## src/rtl/isc_pkg.sv

```systemverilog
package isc_pkg;
  typedef struct packed {
    logic clr_on_tick;
    logic tick_en;
  } isc_mode_t;

  function automatic int unsigned isc_lvl_w(input int unsigned depth);
    return $clog2(depth + 1);
  endfunction
endpackage

```

## src/rtl/isc_divider.sv

```systemverilog
module isc_divider #(
  parameter int DIV_W = 16
) (
  input  logic             clk,
  input  logic             rst_n,
  input  logic             en_i,
  input  logic [DIV_W-1:0] div_val_i,
  input  logic             div_wr_i,
  output logic             tick_o
);
  logic [DIV_W-1:0] phase_q;

  function automatic logic phase_done(input logic [DIV_W-1:0] ph,
                                      input logic [DIV_W-1:0] lim);
    return ph >= lim;
  endfunction

  assign tick_o = en_i && !div_wr_i && phase_done(phase_q, div_val_i);

  always_ff @(posedge clk) begin
    if (!rst_n)               phase_q <= '0;
    else if (!en_i || div_wr_i || tick_o) phase_q <= '0;
    else                      phase_q <= phase_q + 1'b1;
  end

  AST_WR_RESTARTS: assert property (@(posedge clk) disable iff (!rst_n)
    div_wr_i |=> (phase_q == '0)) else $error("divider phase");
endmodule

```

## src/rtl/isc_counter.sv

```systemverilog
module isc_counter #(
  parameter int CNT_W = 16
) (
  input  logic             clk,
  input  logic             rst_n,
  input  logic             inc_i,
  input  logic             tick_i,
  input  logic             clr_on_tick_i,
  output logic [CNT_W-1:0] count_o,
  output logic [CNT_W-1:0] last_o,
  output logic             tick_evt_o,
  output logic             cnt_chg_o
);
  logic [CNT_W-1:0] count_q, last_q, count_d;
  logic             evt_q, chg_q;

  function automatic logic [CNT_W-1:0] next_count(input logic [CNT_W-1:0] c,
                                                  input logic inc,
                                                  input logic clr_now);
    if (clr_now) return inc ? CNT_W'(1) : '0;
    return c + CNT_W'(inc);
  endfunction

  assign count_d = next_count(count_q, inc_i, tick_i && clr_on_tick_i);

  always_ff @(posedge clk) begin
    if (!rst_n) begin
      count_q <= '0;
      last_q  <= '0;
      evt_q   <= 1'b0;
      chg_q   <= 1'b0;
    end else begin
      count_q <= count_d;
      chg_q   <= (count_d != count_q);
      evt_q   <= tick_i;
      if (tick_i) last_q <= count_q;
    end
  end

  assign count_o    = count_q;
  assign last_o     = last_q;
  assign tick_evt_o = evt_q;
  assign cnt_chg_o  = chg_q;

  AST_CLR_ON_TICK: assert property (@(posedge clk) disable iff (!rst_n)
    (tick_i && clr_on_tick_i && !inc_i) |=> (count_q == '0)) else $error("clear");
  AST_CHG_MEANS_NEW: assert property (@(posedge clk) disable iff (!rst_n)
    cnt_chg_o |-> (count_q != $past(count_q))) else $error("chg");
  AST_LAST_IS_OLD_COUNT: assert property (@(posedge clk) disable iff (!rst_n)
    tick_i |=> (last_q == $past(count_q))) else $error("last");
endmodule

```

## src/rtl/isc_fifo.sv

```systemverilog
module isc_fifo #(
  parameter int W     = 16,
  parameter int DEPTH = 8,
  localparam int LVL_W = $clog2(DEPTH + 1),
  localparam int AW    = (DEPTH > 1) ? $clog2(DEPTH) : 1
) (
  input  logic             clk,
  input  logic             rst_n,
  input  logic             push_i,
  input  logic [W-1:0]     push_data_i,
  input  logic             pop_i,
  output logic [W-1:0]     pop_data_o,
  output logic [LVL_W-1:0] level_o,
  output logic             ovf_o
);
  logic [W-1:0]     mem [DEPTH];
  logic [AW-1:0]    wr_ptr, rd_ptr;
  logic [LVL_W-1:0] level_q;
  logic [W-1:0]     dout_q;
  logic             ovf_q;
  logic             full, empty, do_wr, do_rd;

  function automatic logic [AW-1:0] ptr_next(input logic [AW-1:0] p);
    return (p == AW'(DEPTH - 1)) ? '0 : p + 1'b1;
  endfunction

  assign full  = (level_q == LVL_W'(DEPTH));
  assign empty = (level_q == '0);
  assign do_wr = push_i && !full;
  assign do_rd = pop_i && !empty;

  always_ff @(posedge clk) begin
    if (do_wr) mem[wr_ptr] <= push_data_i;
  end

  always_ff @(posedge clk) begin
    if (!rst_n) begin
      wr_ptr  <= '0;
      rd_ptr  <= '0;
      level_q <= '0;
      dout_q  <= '0;
      ovf_q   <= 1'b0;
    end else begin
      if (do_wr) wr_ptr <= ptr_next(wr_ptr);
      if (do_rd) begin
        rd_ptr <= ptr_next(rd_ptr);
        dout_q <= mem[rd_ptr];
      end
      level_q <= level_q + LVL_W'(do_wr) - LVL_W'(do_rd);
      if (push_i && full) ovf_q <= 1'b1;
    end
  end

  assign pop_data_o = dout_q;
  assign level_o    = level_q;
  assign ovf_o      = ovf_q;

  AST_LEVEL_BOUND: assert property (@(posedge clk) disable iff (!rst_n)
    level_q <= LVL_W'(DEPTH)) else $error("level");
  AST_OVF_STICKY: assert property (@(posedge clk) disable iff (!rst_n)
    ovf_q |=> ovf_q) else $error("ovf");
  AST_POP_EMPTY_HOLD: assert property (@(posedge clk) disable iff (!rst_n)
    (pop_i && empty) |=> $stable(dout_q)) else $error("pop empty");
endmodule

```

## src/rtl/interval_sampler.sv

```systemverilog
module interval_sampler #(
  parameter int CNT_W = 16,
  parameter int DIV_W = 16,
  parameter int DEPTH = 8,
  localparam int LVL_W = isc_pkg::isc_lvl_w(DEPTH)
) (
  input  logic             clk,
  input  logic             rst_n,
  input  logic             inc_i,
  input  logic [DIV_W-1:0] div_val_i,
  input  logic             div_wr_i,
  input  logic [1:0]       mode_i,
  input  logic             pop_i,
  output logic [CNT_W-1:0] count_o,
  output logic [CNT_W-1:0] last_o,
  output logic             tick_evt_o,
  output logic             cnt_chg_o,
  output logic [CNT_W-1:0] fifo_data_o,
  output logic [LVL_W-1:0] fifo_level_o,
  output logic [LVL_W-1:0] fifo_cap_o,
  output logic             ovf_o
);
  isc_pkg::isc_mode_t mode;
  logic               tick;

  assign mode = isc_pkg::isc_mode_t'(mode_i);

  isc_divider #(.DIV_W(DIV_W)) u_div (
    .clk(clk), .rst_n(rst_n), .en_i(mode.tick_en),
    .div_val_i(div_val_i), .div_wr_i(div_wr_i), .tick_o(tick)
  );

  isc_counter #(.CNT_W(CNT_W)) u_cnt (
    .clk(clk), .rst_n(rst_n), .inc_i(inc_i), .tick_i(tick),
    .clr_on_tick_i(mode.clr_on_tick), .count_o(count_o), .last_o(last_o),
    .tick_evt_o(tick_evt_o), .cnt_chg_o(cnt_chg_o)
  );

  isc_fifo #(.W(CNT_W), .DEPTH(DEPTH)) u_fifo (
    .clk(clk), .rst_n(rst_n), .push_i(tick), .push_data_i(count_o),
    .pop_i(pop_i), .pop_data_o(fifo_data_o), .level_o(fifo_level_o),
    .ovf_o(ovf_o)
  );

  assign fifo_cap_o = LVL_W'(DEPTH);

  AST_NO_TICK_DISABLED: assert property (@(posedge clk) disable iff (!rst_n)
    !mode_i[0] |=> !tick_evt_o) else $error("tick while off");
  AST_EVT_WITH_LAST: assert property (@(posedge clk) disable iff (!rst_n)
    tick |=> (tick_evt_o && last_o == $past(count_o))) else $error("evt");
endmodule

```

## config.mk

```make
export PLATFORM = sky130hd
export DESIGN_NAME = interval_sampler
export DESIGN_NICKNAME = d
export VERILOG_FILES = /design/src/rtl/isc_pkg.sv /design/src/rtl/isc_divider.sv /design/src/rtl/isc_counter.sv /design/src/rtl/isc_fifo.sv /design/src/rtl/interval_sampler.sv
export SDC_FILE = /design/constraint.sdc
export NUM_CORES = 1
export LEC_CHECK = 0
export ABC_AREA = 1
export ABC_CLOCK_PERIOD_IN_PS = 2800
export BUFFER_PORTS_ARGS = -buffer_cell sky130_fd_sc_hd__clkbuf_2
export CAP_MARGIN = 10
export CELL_PAD_IN_SITES_DETAIL_PLACEMENT = 0
export CELL_PAD_IN_SITES_GLOBAL_PLACEMENT = 2
export CORE_MARGIN = 5
export CORE_UTILIZATION = 34
export CTS_BUF_LIST = sky130_fd_sc_hd__clkbuf_16
export DETAILED_ROUTE_END_ITERATION = 6
export PLACE_DENSITY_LB_ADDON = 0.08
export SYNTH_ARGS = -nofsm -noshare
export SYNTH_HDL_FRONTEND = slang
export SYNTH_HIERARCHICAL = 1
export SYNTH_SLANG_ARGS = --single-unit
```

## constraint.sdc

```tcl
create_clock -name clk -period 2.8 [get_ports clk]
set_clock_uncertainty 0.1 [all_clocks]
set_input_delay 0.28 -clock clk [delete_from_list [all_inputs] [get_ports clk]]
set_output_delay 0.28 -clock clk [all_outputs]
set_load 0.01 [all_outputs]
```

# After elaboration in Yosys (flattened, before gate mapping)
# Memory sizes are Yosys's and may differ from the RTL's. A register that Yosys moved wholly into a read port is not among the register bits.
# Index checks and enable logic that the tools add are counted.
# Widths: inputs -> output; s select.
dict set report totals {
  regBits 61
  mem_bits_rw 128
  input_bits 23
  output_inout_bits 59
  wordCells 45
  mem_count 1
}
# memory words width rd rd_clocked_by_memory_dff write_ports line
set mem_list {}
lappend mem_list {u_fifo.mem 8 16 1 1 1 isc_fifo.sv:16} ;# logic [W-1:0] mem [DEPTH];
dict set report op_classes {
  addsub 6
  n_lt_le_gt_ge 1
  eq_ne 4
  n_mux 8
  n_bitwise 1
  n_reduce_logical 15
}
# operator n
set op_table {}
lappend op_table {{$mux 16} 2}
lappend op_table {{$add 16x1->16} 1}
lappend op_table {{$add 16x1->16 const B} 1}
lappend op_table {{$ge 16x16->1} 1}
lappend op_table {{$ne 16x16->1} 1}
lappend op_table {{$add 3x1->3 const B} 2}
lappend op_table {{$eq 3x3->1 const B} 2}
lappend op_table {{$logic_and 1x1->1} 6}
lappend op_table {{$mux 3} 2}
lappend op_table {{$logic_not 1->1} 5}
lappend op_table {{$add 4x1->4} 1}
lappend op_table {{$eq 4x4->1 const B} 1}
lappend op_table {{$logic_not 4->1} 1}
lappend op_table {{$mux 1} 4}
lappend op_table {{$sub 4x1->4} 1}
lappend op_table {{$logic_or 1x1->1} 2}
lappend op_table {{$reduce_or 2->1} 1}
lappend op_table {{$not 1->1} 1}

# Depth between registers and ports, before layout
dict set report logic_depth {
  depth_word 7
  mapped_depth 21
  mapped_depth_nobuf 21
}

# Hierarchy
# The synthesis kept the hierarchy.
# module n_inst cells_each area_per_inst_um2 seq_area_each_um2
set modules_own_cells {}
lappend modules_own_cells {isc_fifo 1 641 6545.0 4384.2}
lappend modules_own_cells {isc_counter 1 190 1447.6 680.7}
lappend modules_own_cells {isc_divider 1 168 1234.9 320.3}
lappend modules_own_cells {interval_sampler 1 6 37.5 0.0}

# Worst setup path before layout
# OpenSTA, ideal clock, no wires.
dict set report synth_timing {
  kind {register to register}
  start {reg u_div.phase_q[0]}
  end {mem u_fifo.mem[1][0], enable pin}
  setup_time_ps 388
  t_arrival_ps 2518
  required_time_ps 2312
  path_slack_ps -207
  stages_incl_launch_ff 15
  path_buffers 0
  period_less_slack_ps 3007
  cell_sequence {dfxtp_1 inv_1 ha_1 nand2_1 nor2_1 nor2_1 nand2_1 nand2_1 nand2_1 nand2_2 a21oi_1 nand2_1 nor2_1 inv_2 nor2_1}
}
dict set report synth_via {
  elab_chain_len 5
}
# item line
set synth_rtl {}
lappend synth_rtl {{from (decl)} isc_divider.sv:11} ;# logic [DIV_W-1:0] phase_q;
lappend synth_rtl {{from (signal assigned)} isc_divider.sv:23} ;# else phase_q <= phase_q + 1'b1;
lappend synth_rtl {{$ge 16x16->1} isc_divider.sv:15} ;# return ph >= lim;
lappend synth_rtl {{$logic_and 1x1->1} isc_divider.sv:18} ;# assign tick_o = en_i && !div_wr_i && phase_done(phase_q, div_val_i);
lappend synth_rtl {{via tick} interval_sampler.sv:24} ;# logic tick;
lappend synth_rtl {{$logic_and 1x1->1} isc_fifo.sv:29} ;# assign do_wr = push_i && !full;
lappend synth_rtl {{$mux 1} isc_fifo.sv:33} ;# if (do_wr) mem[wr_ptr] <= push_data_i;
lappend synth_rtl {{$mux 1 (implied by the code)} isc_fifo.sv:33}
lappend synth_rtl {{to (decl)} isc_fifo.sv:16}
# The timed path passes the listed nets, and every way through them passes these cells.

# Worst setup path in the final report
dict set report layout_timing {
  start {reg u_div.phase_q[0]}
  end {reg u_fifo.level_q[1], in the netlist u_fifo/level_o[1]}
}
dict set report layout_via {
  elab_chain_len 5
}
# item line
set layout_rtl {}
lappend layout_rtl {{$ge 16x16->1} isc_divider.sv:15}
lappend layout_rtl {{$logic_and 1x1->1} isc_divider.sv:18}
lappend layout_rtl {{via tick} interval_sampler.sv:24}
lappend layout_rtl {{$logic_and 1x1->1} isc_fifo.sv:29}
lappend layout_rtl {{$add 4x1->4} isc_fifo.sv:49} ;# level_q <= level_q + LVL_W'(do_wr) - LVL_W'(do_rd);
lappend layout_rtl {{$sub 4x1->4} isc_fifo.sv:49}
lappend layout_rtl {{to (signal assigned)} isc_fifo.sv:49}
lappend layout_rtl {{to (decl)} isc_fifo.sv:18} ;# logic [LVL_W-1:0] level_q;
# The timed path passes the listed nets, and every way through them passes these cells.
# A chain may end at the register's enable or synchronous reset.

==> results_dict.tcl <==
set metrics [dict create \
    run_status "finished clean" \
    placement.io_buffers 77 \
    finalHoldViolCount 0 \
    setup_viol 0 \
    synth_xor_area_frac 0.0151 \
    synth.top_cells.by_count "sky130_fd_sc_hd__nand2_1, sky130_fd_sc_hd__inv_1, sky130_fd_sc_hd__edfxtp_1, sky130_fd_sc_hd__nand3_1, sky130_fd_sc_hd__dfxtp_1" \
    postSynth.asyncResetShare 0 \
    hold-worst-slack_ns 0.143 \
    place.detailed.hpwl_um 16300 \
    rrSetupSlack_ns 0.15 \
    vias_in_the_first_global_route 6646 \
    detailedRoute.firstPassIterationCount 5 \
    postLayoutCoreUtil 0.413 \
    combinational_family_with_the_most_area_after_synthesis "simple AND/OR/NAND/NOR gates" \
    layout_cells_sized_above_1 0.187 \
    grt_antenna_before_repair 0 \
    drc 0 \
    dp_cells 1433 \
    start_util 0.345 \
    path_class "reg2reg" \
    fin_tns_setup_ns 0 \
    rr_worst_depth 17 \
    antenna_cells 0 \
    synth_enable_flop_cells 128 \
    yosys.area.top_type "sky130_fd_sc_hd__edfxtp_1" \
    yosys_warnings 6 \
    critical_path.startpoint_type "register" \
    hold_depth 5 \
    synth-simple-area-share 0.216 \
    cp_slowest_cell "sky130_fd_sc_hd__fa_2" \
    worst_hold_end "u_cnt/count_o[1]" \
    root_buffer "sky130_fd_sc_hd__clkbuf_16" \
    holdCritPathClass "in2reg" \
    place_congestion 0.727 \
    grt_pass1_wl_um 38200 \
    tritoncts_clock_tree "done" \
    maxCapViolCount 0 \
    post-cts-setup-buffers 0 \
    die_width_um 175 \
    crit_start "u_div/phase_q[0]" \
    rsz0062_at_grt "false" \
    ys.flop_type "sky130_fd_sc_hd__edfxtp_1" \
    timing.final.ws_setup_ns 0.147 \
    synth_cell_types 39 \
    final_net_count 1173 \
    post-synth-top-area-fraction 0.415 \
    synth.ff_latch_count 205 \
    drt_iter0_drc 290 \
    cp-end-kind "register" \
    synth_compound_gate_area_share 0.0513 \
    cpPeakStageDelay_ns 0.51 \
    timing.hold.worst.start "mode_i[1]" \
    filler_cell_count 2724 \
    final.period_utilization 0.947 \
    syn_avg_cell_area_sq_um 9.22 \
    max-clock-path-buffers 3 \
    clkTransAtPathRegs_ns 0.06 \
    timing_max_transition_violations_final 0 \
    cts_max_level 1 \
    worstSkewPairLatency_ns 0.52 \
    cts.sink_count 205 \
    worst_ep_required_time_ns 3.08 \
    yosys-top-cells-area "sky130_fd_sc_hd__edfxtp_1, sky130_fd_sc_hd__dfxtp_1, sky130_fd_sc_hd__nand2_1" \
    synthesized_area_fraction_occupied_by_adder_cells 0.0413 \
    synth_seq_area_share 0.581 \
    tritoncts_buffers 24 \
    wire_per_inst_um 16.6 \
    post_synth_instance_area_sq_mm 0.00927 \
    dr_total_vias 6765 \
    critical_path_peak_fanout 2 \
    syn-instance-count 1005 \
    die_h_um 175 \
    fin_total_pwr_mw 7.96 \
    fin_area_sq_mm 0.0111 \
    final_antenna_net_count 0 \
    worst-endpoint-arrival_ns 2.93 \
    post-synth-top-count-cell "sky130_fd_sc_hd__nand2_1" \
    wirelength_um 24600 \
    regToRegStartpoint "u_div/phase_q[0]" \
    boundary_pin_count 82 \
    placementRows 60 \
    p_leak_nw 4.86 \
    vias_per_cell 4.58 \
    fp.coreArea_sq_mm 0.0269 \
    groute.usage.overall 0.159 \
    fin_cells 1478 \
    p_per_area_mw_per_mm2 717 \
    tightestPinTransition_ns 0.776 \
    grt_overflow_total 0 \
    area_delta_synth_final_pct 19.8 \
    timing.max_slew.rel_slack 0.482 \
    max_freq_mhz 377 \
    reg2reg_to "u_fifo/level_o[1]" \
    post-place-ws_ns -0.0157 \
    dieArea_sq_mm 0.0307 \
    post-route-min-period_ns 2.65 \
    grt_start_max_net_pins 48 \
    ir_worst_vdd_mv 0.345 \
    muxShareOfSynthArea 0 \
    dpl-instance-area_sq_mm 0.0103 \
    critical_path.cell_chain "inv_2, ha_4, nand2_1, nor2_1, nor2_1, nand2_1, nand2_1, nand2_2, nand2_2, a21oi_4, nand2_2, ha_4, inv_2, ha_4, inv_2, fa_2, nor2_1" \
]
## cells in the final DEF (no fill, tap or decap), drive strengths merged
cell and n:
nand2 243, bufinv 1, nor3b 1, ha 29, inv 181, o21bai 1
xor2 12, nand3 116, dlygate4sd3 2, o21ai 30, clkinv 9, clkbuf 101
and3 2, nand4 6, edfxtp 128, o211a 1, xnor2 4, a21oi 51
a31oi 1, buf 47, a22oi 1, dfxtp 77, o21a 2, conb 4
fa 1, nor2 81, a211oi 1, o221ai 1, nor3 3
## registers in the layout (all words and copies together) (netlist names)
| signal | cells |
|---|---|
| u_fifo/rd_ptr | 3 |
| u_fifo/pop_data_o | 16 |
| u_fifo/level_o | 4 |
| u_cnt/tick_evt_o | 1 |
| u_div/phase_q | 16 |
| u_fifo/ovf_o | 1 |
| u_fifo/mem | 128 |
| u_cnt/count_o | 16 |
| u_cnt/cnt_chg_o | 1 |
| u_fifo/wr_ptr | 3 |
| u_cnt/last_o | 16 |
## where the power goes
group          total, mW  switching, mW  internal, mW
logic               1.68           1.11         0.562
registers           3.41          0.102          3.31
clock network       2.88           1.23          1.65
## area by class of cell
class,instances,area (sq um),area share
repair buffers,126,816,0.0735
flip-flops and latches,205,5390,0.485
multi-input cells,591,3100,0.279
clock inverters,19,121,0.0109
well taps,341,427,0.0384
clock buffers,24,601,0.0541
inverters,172,646,0.0582
## cell families (layout without fill, tap and decap cells)
family,Yosys count,after routing
AO/OA/AOI/OAI,89,89
XOR/XNOR,16,16
adder cells (fa/ha/maj),30,30
buffers and inverters,211,341
flip-flops,205,205
other,2,4
AND/OR/NAND/NOR,452,452
## routing by layer
layer	wire [um]	track usage	part of all wire
met5	0	0	0
met3	937	0.0223	0.038
met2	11600	0.268	0.47
met4	346	0.0318	0.014
met1	11700	0.221	0.48
## repair_timing
item,4_1_cts,5_1_grt
resized for setup,0,18
endpoints found under the setup margin,0,80
hold buffers,2,0
hold endpoints to repair,1,0
## worst max-delay path by stage
stage | to | cells past startpoint
finish | u_fifo/level_o[1] | 17
global route | u_cnt/count_o[0] | 14
CTS | u_fifo/level_o[2] | 18
detailed placement | u_fifo/level_o[2] | 19
global placement | u_fifo/level_o[2] | 19
floorplan | u_fifo/mem[1][0] | 14
## worst max-delay path, delay by kind of cell (launching register included)
family / cells / cell delay (ns)
adders and majority gates: 4 / 1.10
and+or+nand+nor: 9 / 0.64
DFF: 1 / 0.33
AOI/OAI and AO/OA: 1 / 0.20
buffers and inverters: 3 / 0.14
(Power assumes the default switching activity.)
